File: config.mk
export PLATFORM = sky130hd
export DESIGN_NAME = resp_ready_throttle
export DESIGN_NICKNAME = d
export VERILOG_FILES = /design/src/rtl/throttle_pkg.sv /design/src/rtl/throttle_dp.sv /design/src/rtl/throttle_ctrl.sv /design/src/rtl/resp_ready_throttle.sv
export SDC_FILE = /design/constraint.sdc
export NUM_CORES = 1
export LEC_CHECK = 0
export ABC_AREA = 1
export ABC_CLOCK_PERIOD_IN_PS = 1800
export BUFFER_PORTS_ARGS = -buffer_cell sky130_fd_sc_hd__buf_4
export CORE_MARGIN = 5
export CORE_UTILIZATION = 25
export DETAILED_ROUTE_END_ITERATION = 10
export PLACE_DENSITY_LB_ADDON = 0.25
export SYNTH_ARGS = -nofsm -noshare
export SYNTH_HDL_FRONTEND = slang
export SYNTH_SLANG_ARGS = --single-unit
export TNS_END_PERCENT = 100
File: constraint.sdc
create_clock -name clk -period 1.8 [get_ports clk]
set_clock_uncertainty 0.1 [all_clocks]
set_input_delay 0.18 -clock clk [delete_from_list [all_inputs] [get_ports clk]]
set_output_delay 0.18 -clock clk [all_outputs]
set_load 0.02 [all_outputs]
File: src/rtl/throttle_pkg.sv
package throttle_pkg;

  // Strobes from a channel controller to its counter datapath
  typedef struct packed {
    logic load;   // capture delay and mode for the next phase
    logic clear;  // restart the count at zero
    logic inc;    // advance the count by one
  } ctlStrobes_t;

  localparam int NUM_CH = 2;  // index 0: write response, 1: read data

endpackage

File: src/rtl/throttle_dp.sv
module throttle_dp
  import throttle_pkg::*;
#(
  parameter int DLY_W   = 8,
  parameter int RST_DLY = 2
) (
  input  logic             clk,
  input  logic             rstN,
  input  ctlStrobes_t      strobes,
  input  logic [DLY_W-1:0] delayIn,
  input  logic             modeIn,
  output logic             cntReached,
  output logic             dlyZero,
  output logic             modeQ
);

  localparam logic [DLY_W-1:0] RST_VAL = DLY_W'(RST_DLY);

  logic [DLY_W-1:0] dlyQ;
  logic [DLY_W-1:0] cntQ;

  always_ff @(posedge clk or negedge rstN) begin
    if (!rstN) begin
      dlyQ  <= RST_VAL;
      modeQ <= 1'b0;
      cntQ  <= '0;
    end else begin
      if (strobes.load) begin
        dlyQ  <= delayIn;
        modeQ <= modeIn;
      end
      if (strobes.clear)
        cntQ <= '0;
      else if (strobes.inc)
        cntQ <= cntQ + 1'b1;
    end
  end

  assign cntReached = (cntQ >= dlyQ);
  assign dlyZero    = (dlyQ == '0);


  cnt_bound_chk: assert property (@(posedge clk) disable iff (!rstN)
    cntQ <= dlyQ);

endmodule

File: src/rtl/throttle_ctrl.sv
module throttle_ctrl
  import throttle_pkg::*;
(
  input  logic        clk,
  input  logic        rstN,
  input  logic        valid,
  input  logic        cntReached,
  input  logic        dlyZero,
  input  logic        modeQ,
  output logic        ready,
  output ctlStrobes_t strobes
);

  logic hs;
  logic phaseIdle;

  always_comb begin
    phaseIdle     = !modeQ && !valid;
    ready         = rstN && (modeQ ? cntReached : (valid && cntReached));
    hs            = valid && ready;
    strobes.load  = hs || phaseIdle;
    strobes.clear = hs || phaseIdle;
    strobes.inc   = !(hs || phaseIdle) && !cntReached && (modeQ || valid);
  end


  ready_hold_chk: assert property (@(posedge clk) disable iff (!rstN)
    (ready && !valid) |=> ready);


  hs_drop_chk: assert property (@(posedge clk) disable iff (!rstN)
    (valid && ready) |=> (!ready || dlyZero));


  rise_needs_valid_chk: assert property (@(posedge clk) disable iff (!rstN)
    ($rose(ready) && !modeQ && !dlyZero) |-> $past(valid));

endmodule

File: src/rtl/resp_ready_throttle.sv
module resp_ready_throttle
  import throttle_pkg::*;
#(
  parameter int DLY_W   = 8,
  parameter int RST_DLY = 2
) (
  input  logic             clk,
  input  logic             rstN,
  input  logic             modeSel,
  input  logic [DLY_W-1:0] bDelay,
  input  logic [DLY_W-1:0] rDelay,
  input  logic             bValid,
  input  logic             rValid,
  input  logic             rLast,
  output logic             bReady,
  output logic             rReady
);

  logic [NUM_CH-1:0] validV;
  logic [NUM_CH-1:0] readyV;
  logic [DLY_W-1:0]  delayV [NUM_CH];

  assign validV    = {rValid, bValid};
  assign delayV[0] = bDelay;
  assign delayV[1] = rDelay;
  assign bReady    = readyV[0];
  assign rReady    = readyV[1];

  for (genvar ch = 0; ch < NUM_CH; ch++) begin : g_ch
    ctlStrobes_t strobes;
    logic cntReached;
    logic dlyZero;
    logic modeQ;

    throttle_ctrl i_ctrl (
      .clk        (clk),
      .rstN       (rstN),
      .valid      (validV[ch]),
      .cntReached (cntReached),
      .dlyZero    (dlyZero),
      .modeQ      (modeQ),
      .ready      (readyV[ch]),
      .strobes    (strobes)
    );

    throttle_dp #(.DLY_W(DLY_W), .RST_DLY(RST_DLY)) i_dp (
      .clk        (clk),
      .rstN       (rstN),
      .strobes    (strobes),
      .delayIn    (delayV[ch]),
      .modeIn     (modeSel),
      .cntReached (cntReached),
      .dlyZero    (dlyZero),
      .modeQ      (modeQ)
    );
  end


  always_comb begin
    if (!rstN) begin
      reset_low_chk: assert (!bReady && !rReady);
    end
  end


  last_beat_rule_chk: assert property (@(posedge clk) disable iff (!rstN)
    (rValid && rReady && rLast && !modeSel && rDelay != '0) |=> !rReady);

endmodule

Word level (Yosys, flattened, before mapping)
Index checks and enable logic that the tools add are counted.
- bits of input ports: 22
- output and inout port bits: 2
- word-level logic and storage cells: 42
- register bits after elaboration: 34
- muxes and demuxes: 6
- add/subtract/negate cells: 2
- order comparisons: 2
- reductions and logical operators: 26
- operators with widths (operator ; number):
    8-bit 2-to-1 mux ; 4
    8-bit by 1-bit adder with 8-bit output, second input constant ; 2
    8-bit >= comparator ; 2
    1-bit logical AND ; 12
    1-bit logical NOT ; 8
    1-bit logical OR ; 4
    2-bit nonzero test ; 2
    1-bit 2-to-1 mux ; 2

Depth between registers and ports, before layout
Gate-level depths: netlist (run 1).
- depth in word-level cells: 11
- depth in mapped cells: 13
- depth with buffers taken out: 13

Modules after synthesis
Synthesis (run 1) repeated with hierarchy kept, for this count alone.
- cells, all modules: 262
- area total of the unflattened synthesis: 2044.5 um2
- modules (own cells, without submodules) (module ; area an instance (um2) ; seq. area each (um2) ; cells each ; times used):
    throttle_dp ; 979.7 ; 426.7 ; 121 ; 2
    throttle_ctrl ; 42.5 ; 0.0 ; 10 ; 2

Least setup slack after synthesis (run 1)
Ideal clock, no wire load.
- kind: reg2out
- start point: register g_ch[0].i_dp.dlyQ[1]
- end point: output port bReady
- stages on the path, launching flop included: 11
- data required time: 1520 ps
- arrival: 1537 ps
- path buffers: 0
- slack: -17 ps
- path through: dfstp_2 inv_1 ha_1 nand2_1 nand3_1 nand2_1 nand2_1 nand2_1 nand2_2 nand2_2 nor2_1
- longest elaborated chain between the ends: 4
- ends and longest elaborated chain (what ; line ; source):
    start, declared ; throttle_dp.sv:19 ; logic [DLY_W-1:0] dlyQ;
    start signal, assigned ; throttle_dp.sv:29 ; dlyQ <= delayIn;
    8-bit >= comparator (*) ; throttle_dp.sv:39 ; assign cntReached = (cntQ >= dlyQ);
    1-bit logical AND ; throttle_ctrl.sv:19 ; ready = rstN && (modeQ ? cntReached : (valid && cntReached));
    1-bit 2-to-1 mux (*) ; throttle_ctrl.sv:19 ;
    1-bit logical AND (*) ; throttle_ctrl.sv:19 ;
    end, declared ; resp_ready_throttle.sv:15 ; output logic bReady,
Every way passes the cells marked *; elsewhere a longest branch is shown, timed or not.

Worst setup path in the final report (run 1)
- start point: register g_ch[1].i_dp.dlyQ[1]
- end point: output port rReady
- longest elaborated chain between the ends: 4
- ends and longest elaborated chain (what ; line ; source):
    start, declared ; throttle_dp.sv:19 ;
    start signal, assigned ; throttle_dp.sv:29 ;
    8-bit >= comparator (*) ; throttle_dp.sv:39 ;
    1-bit logical AND ; throttle_ctrl.sv:19 ;
    1-bit 2-to-1 mux (*) ; throttle_ctrl.sv:19 ;
    1-bit logical AND (*) ; throttle_ctrl.sv:19 ;
    end, declared ; resp_ready_throttle.sv:16 ; output logic rReady
Marks and branches as above.

==> metrics.md, run 1 <==
| Metric | Value |
|---|---|
| Run status | `finished, violations left` |
| Failing checks | `negative setup slack` |
| DR vias/cell | `4.29` |
| Core Area | `8260 um2` |
| CP max-delay cell | `dfstp_2` |
| Pwr dens | `1390 nW/um2` |
| Critical Path Start Type | `flop` |
| Post-Syn Nets | `309` |
| Routed wire length | `5120 um` |
| Pwr Total | `0.00428 W` |
| DRT Pass-1 Iters | `4` |
| Cell Area, Synth | `2130 um2` |
| Mean post-synth cell area | `7.93 um2` |
| Max FO, Critical Path | `2` |
| CTS clk-pin slew, worst paths | `0.08 ns` |
| Setup-failing EPs final | `36` |
| Async set-reset flop share out of synthesis | `1.00` |
| Wire per inst | `11.4 um` |
| H-tree levels | `2` |
| Yosys top cell by area | `dfrtp_1` |
| CTS tree | `done` |
| Crit-path cells | `inv_2 > ha_4 > nand2_2 > nand2_1 > nand2_1 > nand2_1 > nand2_1 > nand3_2 > nand2_4 > nor2_4 > buf_6` |
| Clock share of power | `0.143` |
| Synth cell types | `25` |
| Fillers | `884` |
| Die Height | `102 um` |
| Ports | `24` |
| CTS sink cnt | `34` |
| Placed cells | `419` |
| Antenna Cells | `0` |
| CP bufs+invs | `2` |
| Initial Util | `0.258` |
| Row cnt | `33` |
| Number of max-slew violations in the final report | `0` |
| Fin cells | `451` |
| Cell mode on critical path | `nand2_1` |
| Share of cells above drive strength 1 | `0.283` |
| Routability cong. | `0.769` |
| Worst-Margin Slew | `0.280 ns` |
| Grt ovf | `0` |
| Slew headroom | `0.814` |
| Critical path class | `reg -> out` |
| Final core utilization | `0.374` |
| Hold WS | `0.227 ns` |
| Clock Tree Root | `clkbuf_8` |
| All-Layer GR Usage | `0.108` |
| Post-synth top area share | `0.375` |
| MaxCap Viol Count | `0` |
| Worst Hold Class | `in -> async` |
| Final worst setup slack | `-0.256 ns` |
| CTS Buf Count | `5` |
| Die extent in x | `102 um` |
| Port Buffers | `22` |
| RSZ-0062 raised after global routing | `true` |
| Nets@finish | `385` |
| Worst skew pair latency | `0.30 ns` |
| Post-synth top cells | `77 x nand2_1, 39 x nand3_1, 38 x inv_1` |
| Cell family with most CP delay | `flip-flops` |
| Reg area | `853 um2` |
| Crit end category | `primary output` |
| Period minus WS final | `2.06 ns` |
| Top area cells in the synthesized netlist | `dfrtp_1 38%, nand2_1 14%, ha_1 11%, nand3_1 9.1%, inv_1 6.7%` |
| Final hold vios | `0` |
| Final ANT Viol Nets | `0` |
| Syn-to-layout area delta | `44.6%` |
| Crit share post-route | `1.14` |
| Max Freq | `486 MHz` |
| Yosys warns | `0` |
| LEAKAGE | `1.66 nW` |
| Post-synthesis sequential area ratio | `0.400` |
| Post-synth EDFFs | `0` |
| DRT iter0 DRCs | `68` |
| Worst path arrival time | `1.78 ns` |
| DPL Wire Length | `3690 um` |
| Yosys reg bits | `34` |
| Switch share | `0.414` |
| Multi-input logic area | `1200 um2` |
| Die area | `10,500 um2` |
| CP max stage delay | `0.55 ns` |
| Top-count cell post-synth | `nand2_1` |
| Number of global-route vias before repair | `1,867` |
| DRC | `0` |
| Initial antenna violation count | `0` |
| Pint | `0.00251 W` |
| Combinational Power Share | `0.560` |
| First-pass GRT wire length | `8820 um` |
| Vias | `1,933` |
| Largest vdd supply drop | `609 uV` |
| Sequential share of power | `0.297` |
| Largest net degree at the start of global routing | `21` |
| Clk buf depth | `2` |
| Top_reg_cell synth | `dfrtp_1` |
| NetSw | `0.00177 W` |
| Post-Syn Instances | `269` |
| Required time of the critical path | `1.52 ns` |
## registers in the layout, indices dropped and copies added, names as in the netlist
signal and flops:
g_ch.i_dp.dlyQ 16, g_ch.i_dp.cntQ 16, g_ch.i_dp.modeQ 2
## worst register-to-register path, cell delays in order, from the launching register on
cell and delay, ns:
dfstp_2 0.55, inv_2 0.05, ha_4 0.23, nand2_2 0.05, nand2_1 0.05, nand2_1 0.05, nand2_1 0.04, nand2_1 0.06
nand3_2 0.10, nand2_4 0.10, buf_4 0.15, clkinvlp_4 0.20, nand3_1 0.15, nand2_1 0.06
## final timing paths
check                                     start  slack (ns)  cells after the start                   end
min reg2reg                  g_ch[1].i_dp.modeQ        0.38                      2    g_ch[1].i_dp.modeQ
max                        g_ch[1].i_dp.dlyQ[1]       -0.26                     11                rReady
min                                        rstN        0.23                      2  g_ch[0].i_dp.cntQ[2]
min in group clk                         bValid        0.26                      5  g_ch[0].i_dp.dlyQ[1]
max in group asynchronous                  rstN        0.76                      3  g_ch[1].i_dp.dlyQ[1]
max reg2reg                g_ch[1].i_dp.dlyQ[1]       -0.23                     13  g_ch[1].i_dp.cntQ[6]
## through the flow
step                setup slack (ns)  TNS, ns  area [um2]
floorplan                     0.0212        0        2160
global route                  -0.344   -10.02        3090
finish                        -0.256    -5.93        3090
CTS                           -0.287    -6.20        3020
global placement              -0.113    -2.87        2630
detailed placement            -0.152    -3.98        2630
## routing by layer
layer | global-route usage | vias to the layer above | wire (um) | share of wire
met1 | 0.144 | 882 | 2510 | 0.49
met2 | 0.172 | 25 | 2370 | 0.46
met5 | 0 | - | 0 | 0
met3 | 0.0253 | 7 | 166 | 0.032
met4 | 0.0343 | 0 | 66 | 0.013
li1 | - | 1019 | - | -
## timing repair
action                                  4_1_cts  5_1_grt
hold buffers                                 18        0
buffers inserted                              4        2
endpoints found under the setup margin       36       36
cloned                                        0        0
resized for setup                            17       13
endpoints found under the hold margin        32        0
pin swaps                                    10       13
## cell families after synthesis
kind of cell / after synthesis / synth area share
xor+xnor: 10 / 0.0411
buf+inv: 45 / 0.0891
flops: 34 / 0.400
fa+ha+maj: 18 / 0.106
simple gates: 156 / 0.348
compound gates: 6 / 0.0164
## layout make-up
| class | count | share of cell area |
|---|---|---|
| Timing Repair Buffer | 76 | 0.214 |
| Clock buffer | 7 | 0.0280 |
| Inverter | 38 | 0.0487 |
| Tap cell | 105 | 0.0426 |
| Clock inverter | 1 | 0.00162 |
| Sequential cell | 34 | 0.277 |
| Multi-Input combinational cell | 190 | 0.389 |
## cell usage in the layout, fill, tap and decap left out, types with 9 or more instances in the layout
cell type / netlist / routed
dfrtp_1: 32 / 32
nand3_2: 3 / 10
nor2_1: 12 / 9
nand4_1: 15 / 15
nand3_1: 39 / 32
inv_1: 38 / 34
buf_4: 1 / 51
dlygate4sd3_1: 0 / 18
nand2_1: 77 / 75
ha_1: 18 / 16
## power by group through the flow
| stage | sequential, W | combinational (W) | clock, W |
|---|---|---|---|
| floorplan | 0.00127 | 0.00136 | 0 |
| finish | 0.00127 | 0.00239 | 0.000613 |
| detailed placement | 0.00127 | 0.00205 | 0 |
| global placement | 0.00127 | 0.00201 | 0 |
| CTS | 0.00127 | 0.00231 | 0.000639 |
| global route | 0.00131 | 0.00275 | 0.000662 |
(Power assumes the default switching activity.)
==> inputs of run 2 (changes only) <==
--- a/config.mk
+++ b/config.mk
@@ -7,7 +7,7 @@
 export LEC_CHECK = 0
 export ABC_AREA = 1
 export ABC_CLOCK_PERIOD_IN_PS = 1800
-export BUFFER_PORTS_ARGS = -buffer_cell sky130_fd_sc_hd__buf_4
+export BUFFER_PORTS_ARGS = -buffer_cell sky130_fd_sc_hd__clkbuf_2
 export CORE_MARGIN = 5
 export CORE_UTILIZATION = 25
 export DETAILED_ROUTE_END_ITERATION = 10
==> run 2 against run 1 <==
The flow still finishes with violations (negative setup slack). Design area increased by 5.4%. Sequential share of layout area decreased by 1.4 points. Highest routed layer unchanged. Critical path depth unchanged. Largest power group unchanged.
==> metrics.md, run 2 (same netlist as run 1, synthesis figures left out) <==
| Metric | Value |
|---|---|
| Post-Place Setup Slack | `-0.118 ns (+0.0337 ns)` |
| Antenna Cells | `0 (unchanged)` |
| Period minus WS final | `2.08 ns (+0.0235 ns)` |
| Number of global-route vias before repair | `1,957 (+4.8%)` |
| Crit end category | `primary output` |
| Max Freq | `481 MHz (-1.1%)` |
| Ports | `24 (unchanged)` |
| Worst-Margin Slew | `0.295 ns (+0.0158 ns)` |
| Pwr dens | `1400 nW/um2 (+0.78%)` |
| Slew headroom | `0.802 (-0.0113)` |
| LEAKAGE | `1.73 nW (+4.2%)` |
| Final core utilization | `0.394 (+0.0203)` |
| Crit-path cells | `inv_2 > ha_4 > nand2_2 > nand2_2 > nand2_1 > nand2_1 > nand2_2 > nand3_4 > nand2_4 > nor2_4 > buf_8` |
| Die Height | `102 um (unchanged)` |
| Max FO, Critical Path | `2 (unchanged)` |
| Most common cell after layout, fill and taps aside | `nand2_1` |
| CP bufs+invs | `2 (unchanged)` |
| Largest regs | `g_ch.i_dp.cntQ: 16 flops, g_ch.i_dp.dlyQ: 16 flops, g_ch.i_dp.modeQ: 2 flops` |
| Final worst setup slack | `-0.279 ns (-0.0235 ns)` |
| Routability cong. | `0.806 (+4.8%)` |
| Setup TNS | `-7.11 ns (-1.19 ns)` |
| Number of max-slew violations in the final report | `0 (unchanged)` |
| DP Area | `2590 um2 (-1.5%)` |
| DRT iter0 DRCs | `44 (-35%)` |
| Routed wire length | `5240 um (+2.4%)` |
| Run status | `finished, violations left` |
| Clock Tree Root | `clkbuf_8` |
| CTS Buf Count | `5 (unchanged)` |
| Fillers | `856 (-3.2%)` |
| Core Area | `8260 um2 (unchanged)` |
| Final hold vios | `0 (unchanged)` |
| Setup-failing EPs final | `36 (unchanged)` |
| Cell mode on critical path | `nand2_2` |
| First-pass GRT wire length | `9090 um (+3.1%)` |
| Share of cells above drive strength 1 | `0.371 (+0.0879)` |
| Clk buf depth | `2 (unchanged)` |
| Commonest cells after routing, fill and taps aside | `69 x nand2_1, 34 x inv_1, 33 x buf_4, 32 x dfrtp_1, 26 x nand3_2` |
| Cell family with most CP delay | `flip-flops` |
| Wire per inst | `11.4 um (+0.84%)` |
| DRT Pass-1 Iters | `4 (unchanged)` |
| Crit share post-route | `1.16 (+0.0131)` |
| Critical Path Start Type | `flop` |
| DR vias/cell | `4.28 (-0.15%)` |
| Die extent in x | `102 um (unchanged)` |
| CTS sink cnt | `34 (unchanged)` |
| Pwr Total | `0.00454 W (+6.3%)` |
| Critical path class | `reg -> out` |
| Fin area | `3250 um2 (+5.4%)` |
| CP max stage delay | `0.55 ns (about the same)` |
| Syn-to-layout area delta | `52.5%` |
| CTS tree | `done` |
| Vias | `1,960 (+1.4%)` |
| Initial Util | `0.258 (unchanged)` |
| Nets@finish | `392 (+1.8%)` |
| Worst Hold Class | `in -> reg` |
| MaxCap Viol Count | `0 (unchanged)` |
| Row cnt | `33 (unchanged)` |
| Worst path arrival time | `1.80 ns (+0.02 ns)` |
| H-tree levels | `2 (unchanged)` |
| Initial antenna violation count | `0 (unchanged)` |
| Required time of the critical path | `1.52 ns (about the same)` |
| Worst skew pair latency | `0.29 ns (about the same)` |
| Largest net degree at the start of global routing | `15 (-29%)` |
| DRC | `0 (unchanged)` |
| CTS clk-pin slew, worst paths | `0.07 ns (about the same)` |
| RSZ-0062 raised after global routing | `true` |
| Port Buffers | `22 (unchanged)` |
| Largest vdd supply drop | `561 uV (-8.0%)` |
| All-Layer GR Usage | `0.111 (+0.00317)` |
| Die area | `10,500 um2 (unchanged)` |
| CP max-delay cell | `dfstp_2` |
| Failing checks | `negative setup slack` |
| DPL Wire Length | `3690 um (+0.11%)` |
| Grt ovf | `0 (unchanged)` |
| Final ANT Viol Nets | `0 (unchanged)` |
run 2: changes by cell type in the layout (fill, tap and decap cells not counted), moves of 2 or more:
| cell | change |
|---|---|
| nand3_4 | +2 |
| nand2_2 | +6 |
| buf_8 | +3 |
| nand2_1 | -6 |
| clkbuf_2 | +20 |
| nand3_2 | +16 |
| nand3_1 | -18 |
| buf_4 | -18 |
| buf_6 | +2 |
run 2: final cells by class:
cell class	instances	area, um2	share of cell area
Clock buffer	6	72.6	0.0223
Clock inverter	2	10.0	0.00308
Inverter	38	150	0.0462
Multi-Input combinational cell	191	1350	0.415
Sequential cell	34	853	0.262
Tap cell	105	131	0.0404
Timing Repair Buffer	82	687	0.211
run 2: stage by stage:
step | hold WS, ns | cells
6_report | 0.0124 | 458
5_1_grt | 0.0252 | 458
4_1_cts | 0.0150 | 456
3_5_place_dp | 0.0247 | 421
3_3_place_gp | 0.0380 | 421
2_1_floorplan | -0.216 | 269
run 2: worst register-to-register path: cells and delay by family (launching register included):
family        cells  cell delay (ns)
flops             1             0.55
simple gates      9             0.66
fa+ha+maj         1             0.26
buf+inv           3             0.39
run 2: timing repair:
action,4_1_cts,5_1_grt
setup buffers,7,2
pin swaps,19,24
setup endpoints to repair,36,36
hold endpoints to repair,20,0
gates cloned,3,0
gates resized for setup,42,27
hold buffers,17,0
run 2: routing by layer:
| metal | vias up | share of wire | global-route usage |
|---|---|---|---|
| li1 | 1044 | - | - |
| met1 | 884 | 0.48 | 0.150 |
| met2 | 25 | 0.48 | 0.182 |
| met3 | 7 | 0.031 | 0.0232 |
| met4 | 0 | 0.012 | 0.0272 |
| met5 | - | 0 | 0 |
run 2: where the power goes:
part	switching, W	internal, W
Sequential	0.000201	0.00108
Clock	0.000282	0.000268
Combinational	0.00143	0.00127
Total	0.00192	0.00263
run 2: worst paths after layout:
| kind | from | to | slack (ns) | cells after the start |
|---|---|---|---|---|
| max in group asynchronous | rstN | g_ch[1].i_dp.cntQ[3] | 0.43 | 3 |
| min reg2reg | g_ch[1].i_dp.dlyQ[1] | g_ch[1].i_dp.dlyQ[1] | 0.38 | 2 |
| max reg2reg | g_ch[1].i_dp.dlyQ[1] | g_ch[1].i_dp.cntQ[3] | -0.27 | 13 |
| max | g_ch[1].i_dp.dlyQ[1] | rReady | -0.28 | 11 |
| min | rDelay[6] | g_ch[1].i_dp.dlyQ[6] | 0.01 | 3 |
| min in group asynchronous | rstN | g_ch[1].i_dp.dlyQ[3] | 0.47 | 3 |
==> inputs of run 3 (changes only) <==
--- a/config.mk
+++ b/config.mk
@@ -7,10 +7,11 @@
 export LEC_CHECK = 0
 export ABC_AREA = 1
 export ABC_CLOCK_PERIOD_IN_PS = 1800
-export BUFFER_PORTS_ARGS = -buffer_cell sky130_fd_sc_hd__clkbuf_2
 export CORE_MARGIN = 5
 export CORE_UTILIZATION = 25
 export DETAILED_ROUTE_END_ITERATION = 10
+export DONT_BUFFER_PORTS = 1
+export GPL_TIMING_DRIVEN = 0
 export PLACE_DENSITY_LB_ADDON = 0.25
 export SYNTH_ARGS = -nofsm -noshare
 export SYNTH_HDL_FRONTEND = slang
==> run 3 against run 2 <==
The flow still finishes with violations (negative setup slack). Global-route usage grew 0.18 points. Clock power increased by 8.4%. Die area unchanged. Highest routed layer unchanged. Critical path depth increased by 2. Sequential share of layout area up 1.2 points. Fmax up 0.50%. Worst setup slack better by 0.010 ns. Design area down 4.0%. First-iteration DRC count increased by 93%. Non-clock buffer count shrank 28. Sequential cell count is the same.
==> metrics.md, run 3 (same netlist as run 1, synthesis figures left out) <==
| Metric | Value |
|---|---|
| Die extent in x | `102 um (unchanged)` |
| CTS tree | `done` |
| Required time of the critical path | `1.87 ns (+0.35 ns)` |
| Worst skew pair latency | `0.29 ns (about the same)` |
| Die area | `10,500 um2 (unchanged)` |
| DPL Wire Length | `3520 um (-4.7%)` |
| CP max stage delay | `0.55 ns (about the same)` |
| Multi-input logic area | `1370 um2 (+1.2%)` |
| Most common cell after layout, fill and taps aside | `nand2_1` |
| Clock Tree Root | `clkbuf_8` |
| Max Freq | `483 MHz (+0.50%)` |
| RSZ-0062 raised after global routing | `true` |
| Initial Util | `0.258 (unchanged)` |
| Critical Path Start Type | `flop` |
| Row cnt | `33 (unchanged)` |
| CP bufs+invs | `3 (+1)` |
| Crit share post-route | `1.15 (-0.00571)` |
| All-Layer GR Usage | `0.113 (+0.00180)` |
| Syn-to-layout area delta | `46.3%` |
| Commonest cells after routing, fill and taps aside | `70 x nand2_1, 33 x inv_1, 29 x dfrtp_1, 25 x nand3_2, 20 x buf_4` |
| Number of max-slew violations in the final report | `0 (unchanged)` |
| Largest vdd supply drop | `532 uV (-5.0%)` |
| Grt ovf | `0 (unchanged)` |
| CTS clk-pin slew, worst paths | `0.08 ns (about the same)` |
| Critical path class | `reg -> reg` |
| DR vias/cell | `4.44 (+3.7%)` |
| Clk buf depth | `2 (unchanged)` |
| Fin cells | `431 (-5.9%)` |
| LEAKAGE | `1.60 nW (-7.7%)` |
| Slew headroom | `0.614 (-0.189)` |
| Reg2reg setup slack | `-0.27 ns (about the same)` |
| Worst Min Path Start | `rstN` |
| Initial antenna violation count | `0 (unchanged)` |
| Routability cong. | `0.783 (-2.8%)` |
| Reg2reg start | `g_ch[1].i_dp.dlyQ[1]` |
| Ports | `24 (unchanged)` |
| Antenna Cells | `0 (unchanged)` |
| Routed wire length | `5650 um (+7.7%)` |
| Vias | `1,912 (-2.4%)` |
| Number of global-route vias before repair | `1,851 (-5.4%)` |
| Final worst setup slack | `-0.269 ns (+0.0103 ns)` |
| Fillers | `853 (-0.35%)` |
| Final ANT Viol Nets | `0 (unchanged)` |
| Reg area | `857 um2 (+0.44%)` |
| MaxCap Viol Count | `0 (unchanged)` |
| Cell mode on critical path | `nand2_1` |
| Hold EP | `g_ch[0].i_dp.dlyQ[1]` |
| Final hold vios | `0 (unchanged)` |
| Share of cells above drive strength 1 | `0.319 (-0.0521)` |
| Failing checks | `negative setup slack` |
| Max FO, Critical Path | `8 (+6)` |
| Period minus WS final | `2.07 ns (-0.0103 ns)` |
| Largest regs | `g_ch.i_dp.cntQ: 16 flops, g_ch.i_dp.dlyQ: 16 flops, g_ch.i_dp.modeQ: 2 flops` |
| Pwr dens | `1450 nW/um2 (+3.5%)` |
| Core Area | `8260 um2 (unchanged)` |
| DRC | `0 (unchanged)` |
| Cell family with most CP delay | `simple AND/OR/NAND/NOR gates` |
| Crit end category | `flop` |
| Run status | `finished, violations left` |
| Final core utilization | `0.378 (-0.0159)` |
| DRT Pass-1 Iters | `4 (unchanged)` |
| Die Height | `102 um (unchanged)` |
| Port Buffers | `0 (-100%)` |
| CP max-delay cell | `dfstp_2` |
| Hold Path Depth | `4 (+1)` |
| Worst Hold Class | `in -> reg` |
| Crit-path cells | `inv_2 > ha_4 > nand2_2 > nand2_1 > nand2_1 > nand2_1 > nand2_2 > nand3_4 > nand2_8 > buf_6 > clkinvlp_4 > nand3_2 > nand2_1` |
| CTS Buf Count | `5 (unchanged)` |
| Placed cells | `374 (-11%)` |
| Largest net degree at the start of global routing | `35 (+20)` |
| Worst-Margin Slew | `0.580 ns (+0.284 ns)` |
| Nets@finish | `365 (-6.9%)` |
| Worst R2R End | `g_ch[1].i_dp.cntQ[0]` |
| Wire per inst | `13.1 um (+14%)` |
| DRT iter0 DRCs | `85 (+93%)` |
| H-tree levels | `2 (unchanged)` |
| Cell depth of the worst flop-to-flop path | `13 (unchanged)` |
| CTS sink cnt | `34 (unchanged)` |
| Setup-failing EPs final | `36 (unchanged)` |
| Worst path arrival time | `2.14 ns (+0.34 ns)` |
| First-pass GRT wire length | `9200 um (+1.2%)` |
run 3: cell types whose count changed in the layout (fill, tap and decap cells not counted), sizes merged:
cell | previous run | this run
clkinv | 2 | 1
clkbuf | 27 | 9
dlygate4sd3 | 17 | 18
buf | 44 | 34
nand4 | 17 | 18
run 3: where the power goes:
group,internal [W],leakage [nW],switching (W)
sequential,0.00109,0.420,0.000284
combinational,0.00117,1.13,0.00137
clock,0.000309,0.0482,0.000287
total,0.00257,1.60,0.00195
run 3: how the worst max path moves through the flow:
stage	startpoint	end	slack, ns	depth (start not counted)
finish	g_ch[1].i_dp.dlyQ[1]	g_ch[1].i_dp.cntQ[0]	-0.27	13
global route	g_ch[1].i_dp.dlyQ[6]	rReady	-0.35	8
CTS	g_ch[1].i_dp.dlyQ[1]	rReady	-0.29	10
detailed placement	g_ch[0].i_dp.dlyQ[1]	g_ch[0].i_dp.cntQ[4]	-0.18	12
global placement	g_ch[0].i_dp.dlyQ[1]	g_ch[0].i_dp.cntQ[7]	-0.17	12
floorplan	g_ch[0].i_dp.dlyQ[1]	g_ch[0].i_dp.dlyQ[6]	0.02	12
run 3: through the flow:
stage               setup TNS (ns)  worst slack [ns]  hold slack (ns)  area, um2  total power (W)
floorplan                        0            0.0212           -0.216       2160          0.00264
global placement             -4.50            -0.173           -0.212       2290          0.00299
detailed placement           -4.81            -0.176           -0.212       2290          0.00304
CTS                          -7.36            -0.290           0.0495       2880          0.00418
global route                -10.51            -0.349            0.118       3120          0.00494
finish                       -6.91            -0.269           0.0824       3120          0.00451
run 3: final cells by class:
type,count,area share
plain buffers,7,0.0220
clock buffers,7,0.0277
clock inverters,1,0.00160
inverters,38,0.0481
multi-input cells,192,0.437
flip-flops and latches,34,0.275
well taps,105,0.0421
repair buffers,47,0.147
run 3: repair_timing:
action                                 CTS  global route
gates resized for setup                 39            27
setup endpoints to repair               36            36
setup buffers                           15            11
pin swaps                               27            36
endpoints found under the hold margin   52             0
cloned                                   2             3
hold buffers                            19             0
run 3: metal layers:
layer	GRT usage	vias to the layer above	routed length (um)
met5	0	-	0
met4	0.0242	0	78
met3	0.0253	8	200
met2	0.186	33	2640
met1	0.152	887	2720
li1	-	984	-
run 3: worst reg2reg max path, stage by stage (launching register included):
cell	delay (ns)
dfstp_2	0.55
inv_2	0.04
ha_4	0.21
nand2_2	0.05
nand2_1	0.05
nand2_1	0.05
nand2_1	0.05
nand2_2	0.10
nand3_4	0.12
nand2_8	0.10
buf_6	0.11
clkinvlp_4	0.22
nand3_2	0.15
nand2_1	0.06
